## config.mk

```make
export PLATFORM = sky130hd
export DESIGN_NAME = lcd_scan_ctrl
export DESIGN_NICKNAME = d
export VERILOG_FILES = /design/src/rtl/lcd_scan_pkg.sv /design/src/rtl/lcd_scan_timer.sv /design/src/rtl/lcd_com_seq.sv /design/src/rtl/lcd_seg_path.sv /design/src/rtl/lcd_scan_ctrl.sv
export SDC_FILE = /design/constraint.sdc
export NUM_CORES = 1
export LEC_CHECK = 0
export ABC_AREA = 1
export BUFFER_PORTS_ARGS = -buffer_cell sky130_fd_sc_hd__buf_4
export CAP_MARGIN = 20
export CORE_UTILIZATION = 25
export CTS_CLUSTER_DIAMETER = 60
export DETAILED_ROUTE_END_ITERATION = 12
export MAX_ROUTING_LAYER = met4
export SETUP_SLACK_MARGIN = 0.1
export SYNTH_ARGS = -nofsm -noshare
export SYNTH_HDL_FRONTEND = slang
export SYNTH_SLANG_ARGS = --single-unit
```

## constraint.sdc

```tcl
create_clock -name clk_i -period 4.2 [get_ports clk_i]
set_input_delay 0.63 -clock clk_i [delete_from_list [all_inputs] [get_ports clk_i]]
set_output_delay 0.63 -clock clk_i [all_outputs]
set_load 0.05 [all_outputs]
```

## src/rtl/lcd_scan_pkg.sv

```systemverilog
package lcd_scan_pkg;
  typedef enum logic {
    SCAN_SHORT = 1'b0,
    SCAN_LONG  = 1'b1
  } scan_mode_e;

  function automatic scan_mode_e to_mode(input logic long_sel);
    return long_sel ? SCAN_LONG : SCAN_SHORT;
  endfunction
endpackage

```

## src/rtl/lcd_scan_timer.sv

```systemverilog
module lcd_scan_timer
  import lcd_scan_pkg::*;
#(
  parameter int unsigned SEG_BITS = 128,
  localparam int unsigned SEG_W   = $clog2(SEG_BITS),
  localparam int unsigned CNT_W   = SEG_W + 1
) (
  input  logic             clk_i,
  input  logic             rst_ni,
  input  logic             tick_i,
  input  logic             long_i,
  output logic [SEG_W-1:0] idx_o,
  output logic             last_o
);
  logic [CNT_W-1:0] cnt_q, end_cnt;
  scan_mode_e       mode_q, mode_eff;
  logic             first;

  assign first    = (cnt_q == '0);
  // mode is fixed by the first tick of each scan
  assign mode_eff = first ? to_mode(long_i) : mode_q;
  assign end_cnt  = (mode_eff == SCAN_LONG) ? {1'b1, {SEG_W{1'b1}}}
                                            : {1'b0, {SEG_W{1'b1}}};
  assign last_o   = tick_i && (cnt_q == end_cnt);
  assign idx_o    = cnt_q[SEG_W-1:0];

  always_ff @(posedge clk_i or negedge rst_ni) begin
    if (!rst_ni) begin
      cnt_q  <= '0;
      mode_q <= SCAN_SHORT;
    end else if (tick_i) begin
      if (first) mode_q <= mode_eff;
      cnt_q <= last_o ? '0 : cnt_q + 1'b1;
    end
  end
endmodule

```

## src/rtl/lcd_com_seq.sv

```systemverilog
module lcd_com_seq #(
  parameter int unsigned NUM_COM = 4,
  localparam int unsigned COM_W  = (NUM_COM > 1) ? $clog2(NUM_COM) : 1
) (
  input  logic               clk_i,
  input  logic               rst_ni,
  input  logic               adv_i,
  output logic [COM_W-1:0]   nxt_o,
  output logic [NUM_COM-1:0] com_o,
  output logic               m_o,
  output logic               lclk_o
);
  logic [COM_W-1:0] cur_q;
  logic             m_q, lclk_q;

  assign nxt_o = (cur_q == COM_W'(NUM_COM - 1)) ? '0 : cur_q + 1'b1;

  always_ff @(posedge clk_i or negedge rst_ni) begin
    if (!rst_ni) begin
      cur_q  <= '0;
      m_q    <= 1'b0;
      lclk_q <= 1'b0;
    end else begin
      lclk_q <= adv_i;
      if (adv_i) begin
        cur_q <= nxt_o;
        if (nxt_o == '0) m_q <= ~m_q;  // frame boundary
      end
    end
  end

  for (genvar g = 0; g < NUM_COM; g++) begin : g_com
    assign com_o[g] = (cur_q == COM_W'(g));
  end

  assign m_o    = m_q;
  assign lclk_o = lclk_q;
endmodule

```

## src/rtl/lcd_seg_path.sv

```systemverilog
module lcd_seg_path #(
  parameter int unsigned SEG_BITS   = 128,
  parameter int unsigned LOCAL_SEGS = 32,
  localparam int unsigned SEG_W     = $clog2(SEG_BITS)
) (
  input  logic                  clk_i,
  input  logic                  rst_ni,
  input  logic                  tick_i,
  input  logic                  bit_i,
  input  logic [SEG_W-1:0]      idx_i,
  input  logic                  adv_i,
  input  logic                  expand_i,
  output logic [LOCAL_SEGS-1:0] seg_o,
  output logic                  ser_d_o,
  output logic                  ser_stb_o
);
  logic [LOCAL_SEGS-1:0] sh_q, lat_q;
  logic                  is_ext, ext_go;

  assign is_ext = (idx_i >= SEG_W'(LOCAL_SEGS));
  assign ext_go = tick_i && is_ext && expand_i;

  always_ff @(posedge clk_i or negedge rst_ni) begin
    if (!rst_ni) begin
      sh_q      <= '0;
      lat_q     <= '0;
      ser_d_o   <= 1'b0;
      ser_stb_o <= 1'b0;
    end else begin
      // local positions come first in each pass; shift right so idx 0 lands at bit 0
      if (tick_i && !is_ext) sh_q <= {bit_i, sh_q[LOCAL_SEGS-1:1]};
      if (adv_i) lat_q <= sh_q;
      ser_stb_o <= ext_go;
      ser_d_o   <= ext_go && bit_i;
    end
  end

  assign seg_o = lat_q;
endmodule

```

## src/rtl/lcd_scan_ctrl.sv

```systemverilog
module lcd_scan_ctrl #(
  parameter int unsigned NUM_COM    = 4,
  parameter int unsigned SEG_BITS   = 128,
  parameter int unsigned LOCAL_SEGS = 32,
  localparam int unsigned SEG_W     = $clog2(SEG_BITS),
  localparam int unsigned COM_W     = (NUM_COM > 1) ? $clog2(NUM_COM) : 1,
  localparam int unsigned ADDR_W    = COM_W + SEG_W
) (
  input  logic                  clk_i,
  input  logic                  rst_ni,
  input  logic                  tick_i,
  input  logic                  long_scan_i,
  input  logic                  expand_en_i,
  input  logic                  ram_bit_i,
  output logic [ADDR_W-1:0]     ram_addr_o,
  output logic [LOCAL_SEGS-1:0] seg_o,
  output logic [NUM_COM-1:0]    com_o,
  output logic                  lclk_o,
  output logic                  ser_d_o,
  output logic                  ser_stb_o,
  output logic                  m_o
);
  logic [SEG_W-1:0] idx;
  logic [COM_W-1:0] nxt;
  logic             last;

  lcd_scan_timer #(.SEG_BITS(SEG_BITS)) i_timer (
    .clk_i  (clk_i),
    .rst_ni (rst_ni),
    .tick_i (tick_i),
    .long_i (long_scan_i),
    .idx_o  (idx),
    .last_o (last)
  );

  lcd_com_seq #(.NUM_COM(NUM_COM)) i_com (
    .clk_i  (clk_i),
    .rst_ni (rst_ni),
    .adv_i  (last),
    .nxt_o  (nxt),
    .com_o  (com_o),
    .m_o    (m_o),
    .lclk_o (lclk_o)
  );

  lcd_seg_path #(.SEG_BITS(SEG_BITS), .LOCAL_SEGS(LOCAL_SEGS)) i_seg (
    .clk_i     (clk_i),
    .rst_ni    (rst_ni),
    .tick_i    (tick_i),
    .bit_i     (ram_bit_i),
    .idx_i     (idx),
    .adv_i     (last),
    .expand_i  (expand_en_i),
    .seg_o     (seg_o),
    .ser_d_o   (ser_d_o),
    .ser_stb_o (ser_stb_o)
  );

  // row of the line selected next; SEG_BITS is a power of two
  assign ram_addr_o = {nxt, idx};
endmodule

```

==> results.tsv <==
metric	value	unit
Total GRT Usage	0.107	
Post-Synthesis Cells	345	
post-synthesis mux area share	0.00343	
First DRT Iteration DRCs	69	
sequential share of the synthesized area	0.603	
total CTS buffers	9	
critical-path cell list	inv_1, ha_1, nand2_1, nor2_1, nand2_1, nand2_2, nand2_1, nand2_1, nand3_2, buf_12, nand2_1, o21ai_0	
sw frac	0.414	
CP max FO	35	
CTS Sinks	79	
fin nets	404	
Clk Latency, worst-skew pair	330	ps
DP Cell Count	551	
Mapped Area	3280	um2
ANT nets after route	0	
CP startpoint kind	register	
Yosys top cell area share	0.603	
global-route wire length before repair	10600	um
ranking of synthesized cells by area	dfrtp_1, nand2_1, o21ai_0	
Finished Core Util	0.322	
internal power	0.00175	W
ANT cells	0	
Worst Setup Slack, final	1980	ps
CP Data Arrival Time	2430	ps
Max rail drop VDD	0.000286	V
Clock Power Share	0.256	
DPL Wire Length	4250	um
fraction of the mapped netlist area in adder cells	0.0267	
leak pwr	2.04	nW
P per Cell Area	728	nW/um2
Relative slew margins	0.352	
Yosys top cell by area	dfrtp_1	
CTS resizes	0	
final WL	6330	um
crit path kind	reg2reg	
TritonCTS clock tree	built	
RSZ-0062 raised after global routing	no	
Reg power frac	0.375	
yosys warns	0	
Die Area	13600	um2
Worst Hold Class	in2async	
Slew @ Worst Pin	969	ps
die width	117	um
fraction of layout cells with a size suffix above 1	0.235	
# IOs	55	
vias in the first global route	2191	
Non-Filler Instances	568	
Synth Register Bits	79	
clock-pin slew of the registers on the worst-case setup and hold paths	60	ps
Tcrit/Tclk final	0.529	
final instance area	4100	um2
final hold vios	0	
Max-Cap Viols	0	
final setup fails	0	
syn_area_per_cell	9.51	um2
via/cell ratio	3.99	
Via Count	2269	
status	finished, final reports clean	
most used cell, CP	nand2_1	
Root Buffer	clkbuf_16	
die height	117	um
largest family of logic cells by synthesized area	simple AND/OR/NAND/NOR gates	
setup clock skew after layout	6.05	ps
FP Rows	41	
initial antenna violation count	0	
Post-Syn Nets	358	
# hold bufs at CTS	0	
IO buf count	54	
Psw	0.00124	W
post-synthesis to final-layout area growth	25.0	%
WP buf/inv	2	
fraction of the mapped netlist area in simple logic gates	0.169	
crit path capture type	register	
Core Footprint	12700	um2
required time worst endpoint	4410	ps
postcts setup bufs	0	
DRC	0	
Placed Area	3780	um2
Max Clk Rate	450	MHz
CP max stage cell	nand3_2	
Crit path max-delay family	simple AND/OR/NAND/NOR gates	
post-route minimum period	2220	ps
Netlist cell types	25	
# H-tree levels	3	
combinational power share	0.369	
DP Worst Slack	1850	ps
fin. max-slew vios	0	
Clock Path Buffers	2	
Initial Util	0.258	
setup TNS	0	ps
Avg WL per Cell	11.1	um
pin count of the biggest net entering global routing	80	
CP peak stage delay	420	ps
XOR/XNOR share of the synthesized area	0.00801	
GR Overflow Total	0	
gpl congestion	0.769	
1st-pass router iterations	4	
complex-gate fraction of the synthesized area	0.0988	
==> layer usage <==
metal  part of all wire  GRT usage
met4              0.013     0.0515
met5                  0          -
met3              0.059     0.0415
met2               0.44      0.156
met1               0.48      0.129
==> sequential cells by signal, summed over array words and instances, names as in the netlist <==
name / flops
i_com.lclk_o: 1
i_com.cur_q: 2
i_seg.ser_stb_o: 1
i_seg.seg_o: 32
i_com.m_o: 1
i_timer.mode_q: 1
i_seg.ser_d_o: 1
i_seg.sh_q: 32
i_timer.cnt_q: 8
==> final cells by class <==
type                       count  area [um2]
fill                        1373        8620
clock inverter                 7        73.8
clock buffer                   9         225
timing repair buffer          56         445
sequential                    79        1980
inverter                      42         158
tap                          172         215
multi-input combinational    203        1010
==> worst register-to-register path, stage by stage (launching register included) <==
cell,delay [ps]
dfrtp_1,410
inv_1,90
ha_1,170
nand2_1,50
nor2_1,130
nand2_1,90
nand2_2,90
nand2_1,50
nand2_1,90
nand3_2,420
buf_12,360
nand2_1,80
o21ai_0,80
==> final timing paths <==
path	cells past startpoint	endpoint	slack, ps	startpoint
setup reg to reg	12	i_seg.seg_o[21]	1980	i_timer.cnt_q[0]
min in group clk_i	2	i_seg.seg_o[0]	470	i_seg.sh_q[0]
max in group asynchronous	2	i_seg.sh_q[27]	3340	rst_ni
setup / recovery	12	i_seg.seg_o[21]	1980	i_timer.cnt_q[0]
hold / removal	1	i_timer.cnt_q[3]	250	rst_ni
hold reg to reg	2	i_seg.seg_o[0]	470	i_seg.sh_q[0]
==> cell usage in the layout (no fill, tap or decap), types with 3 or more instances in the layout <==
master / n
nor2_1: 15
clkbuf_16: 9
o21ai_1: 5
dfrtp_1: 79
o21ai_2: 5
buf_4: 54
nand3_2: 4
xor2_1: 3
nand3_1: 6
inv_2: 6
ha_1: 7
nand2_1: 96
a21oi_1: 8
inv_1: 36
o21ai_0: 43
clkinv_4: 3
==> cells by family (layout without fill, tap and decap cells) <==
| logic type | count (synthesis) | in the layout |
|---|---|---|
| simple gates | 131 | 131 |
| flops | 79 | 79 |
| buf+inv | 63 | 114 |
| compound gates | 61 | 61 |
| fa+ha+maj | 7 | 7 |
| xor+xnor | 3 | 3 |
| mux | 1 | 1 |
==> through the flow <==
stage | power [W] | hold slack (ps)
2_1_floorplan | 0.00196 | 334
3_3_place_gp | 0.00223 | 457
3_5_place_dp | 0.00225 | 468
4_1_cts | 0.00304 | 488
5_1_grt | 0.00318 | 274
6_report | 0.00298 | 252
==> synthesized netlist by cell type <==
master    number
buf_4          8
nand3_2        4
buf_6          4
nor4_1         1
a21oi_1        8
inv_2          6
nand3_1        6
o21ai_2        5
xor2_1         3
nor2_2         1
nand2_2        1
mux2_2         1
buf_2          2
ha_1           7
nor2_1        15
nand4_1        1
nor2_4         2
nand2_1       97
dfrtp_1       79
nor3_1         2
inv_1         36
o21ai_0       43
nand3b_1       1
clkbuf_1       7
o21ai_1        5
==> power groups by stage <==
stage / clock, W / combinational (W) / sequential, W
after CTS: 0.000801 / 0.00112 / 0.00112
after detailed placement: 0 / 0.00111 / 0.00113
after global placement: 0 / 0.00110 / 0.00113
final: 0.000764 / 0.00110 / 0.00112
after global routing: 0.000827 / 0.00120 / 0.00115
after floorplan: 0 / 0.000605 / 0.00135
No activity file was read; power rests on OpenSTA's default activity.
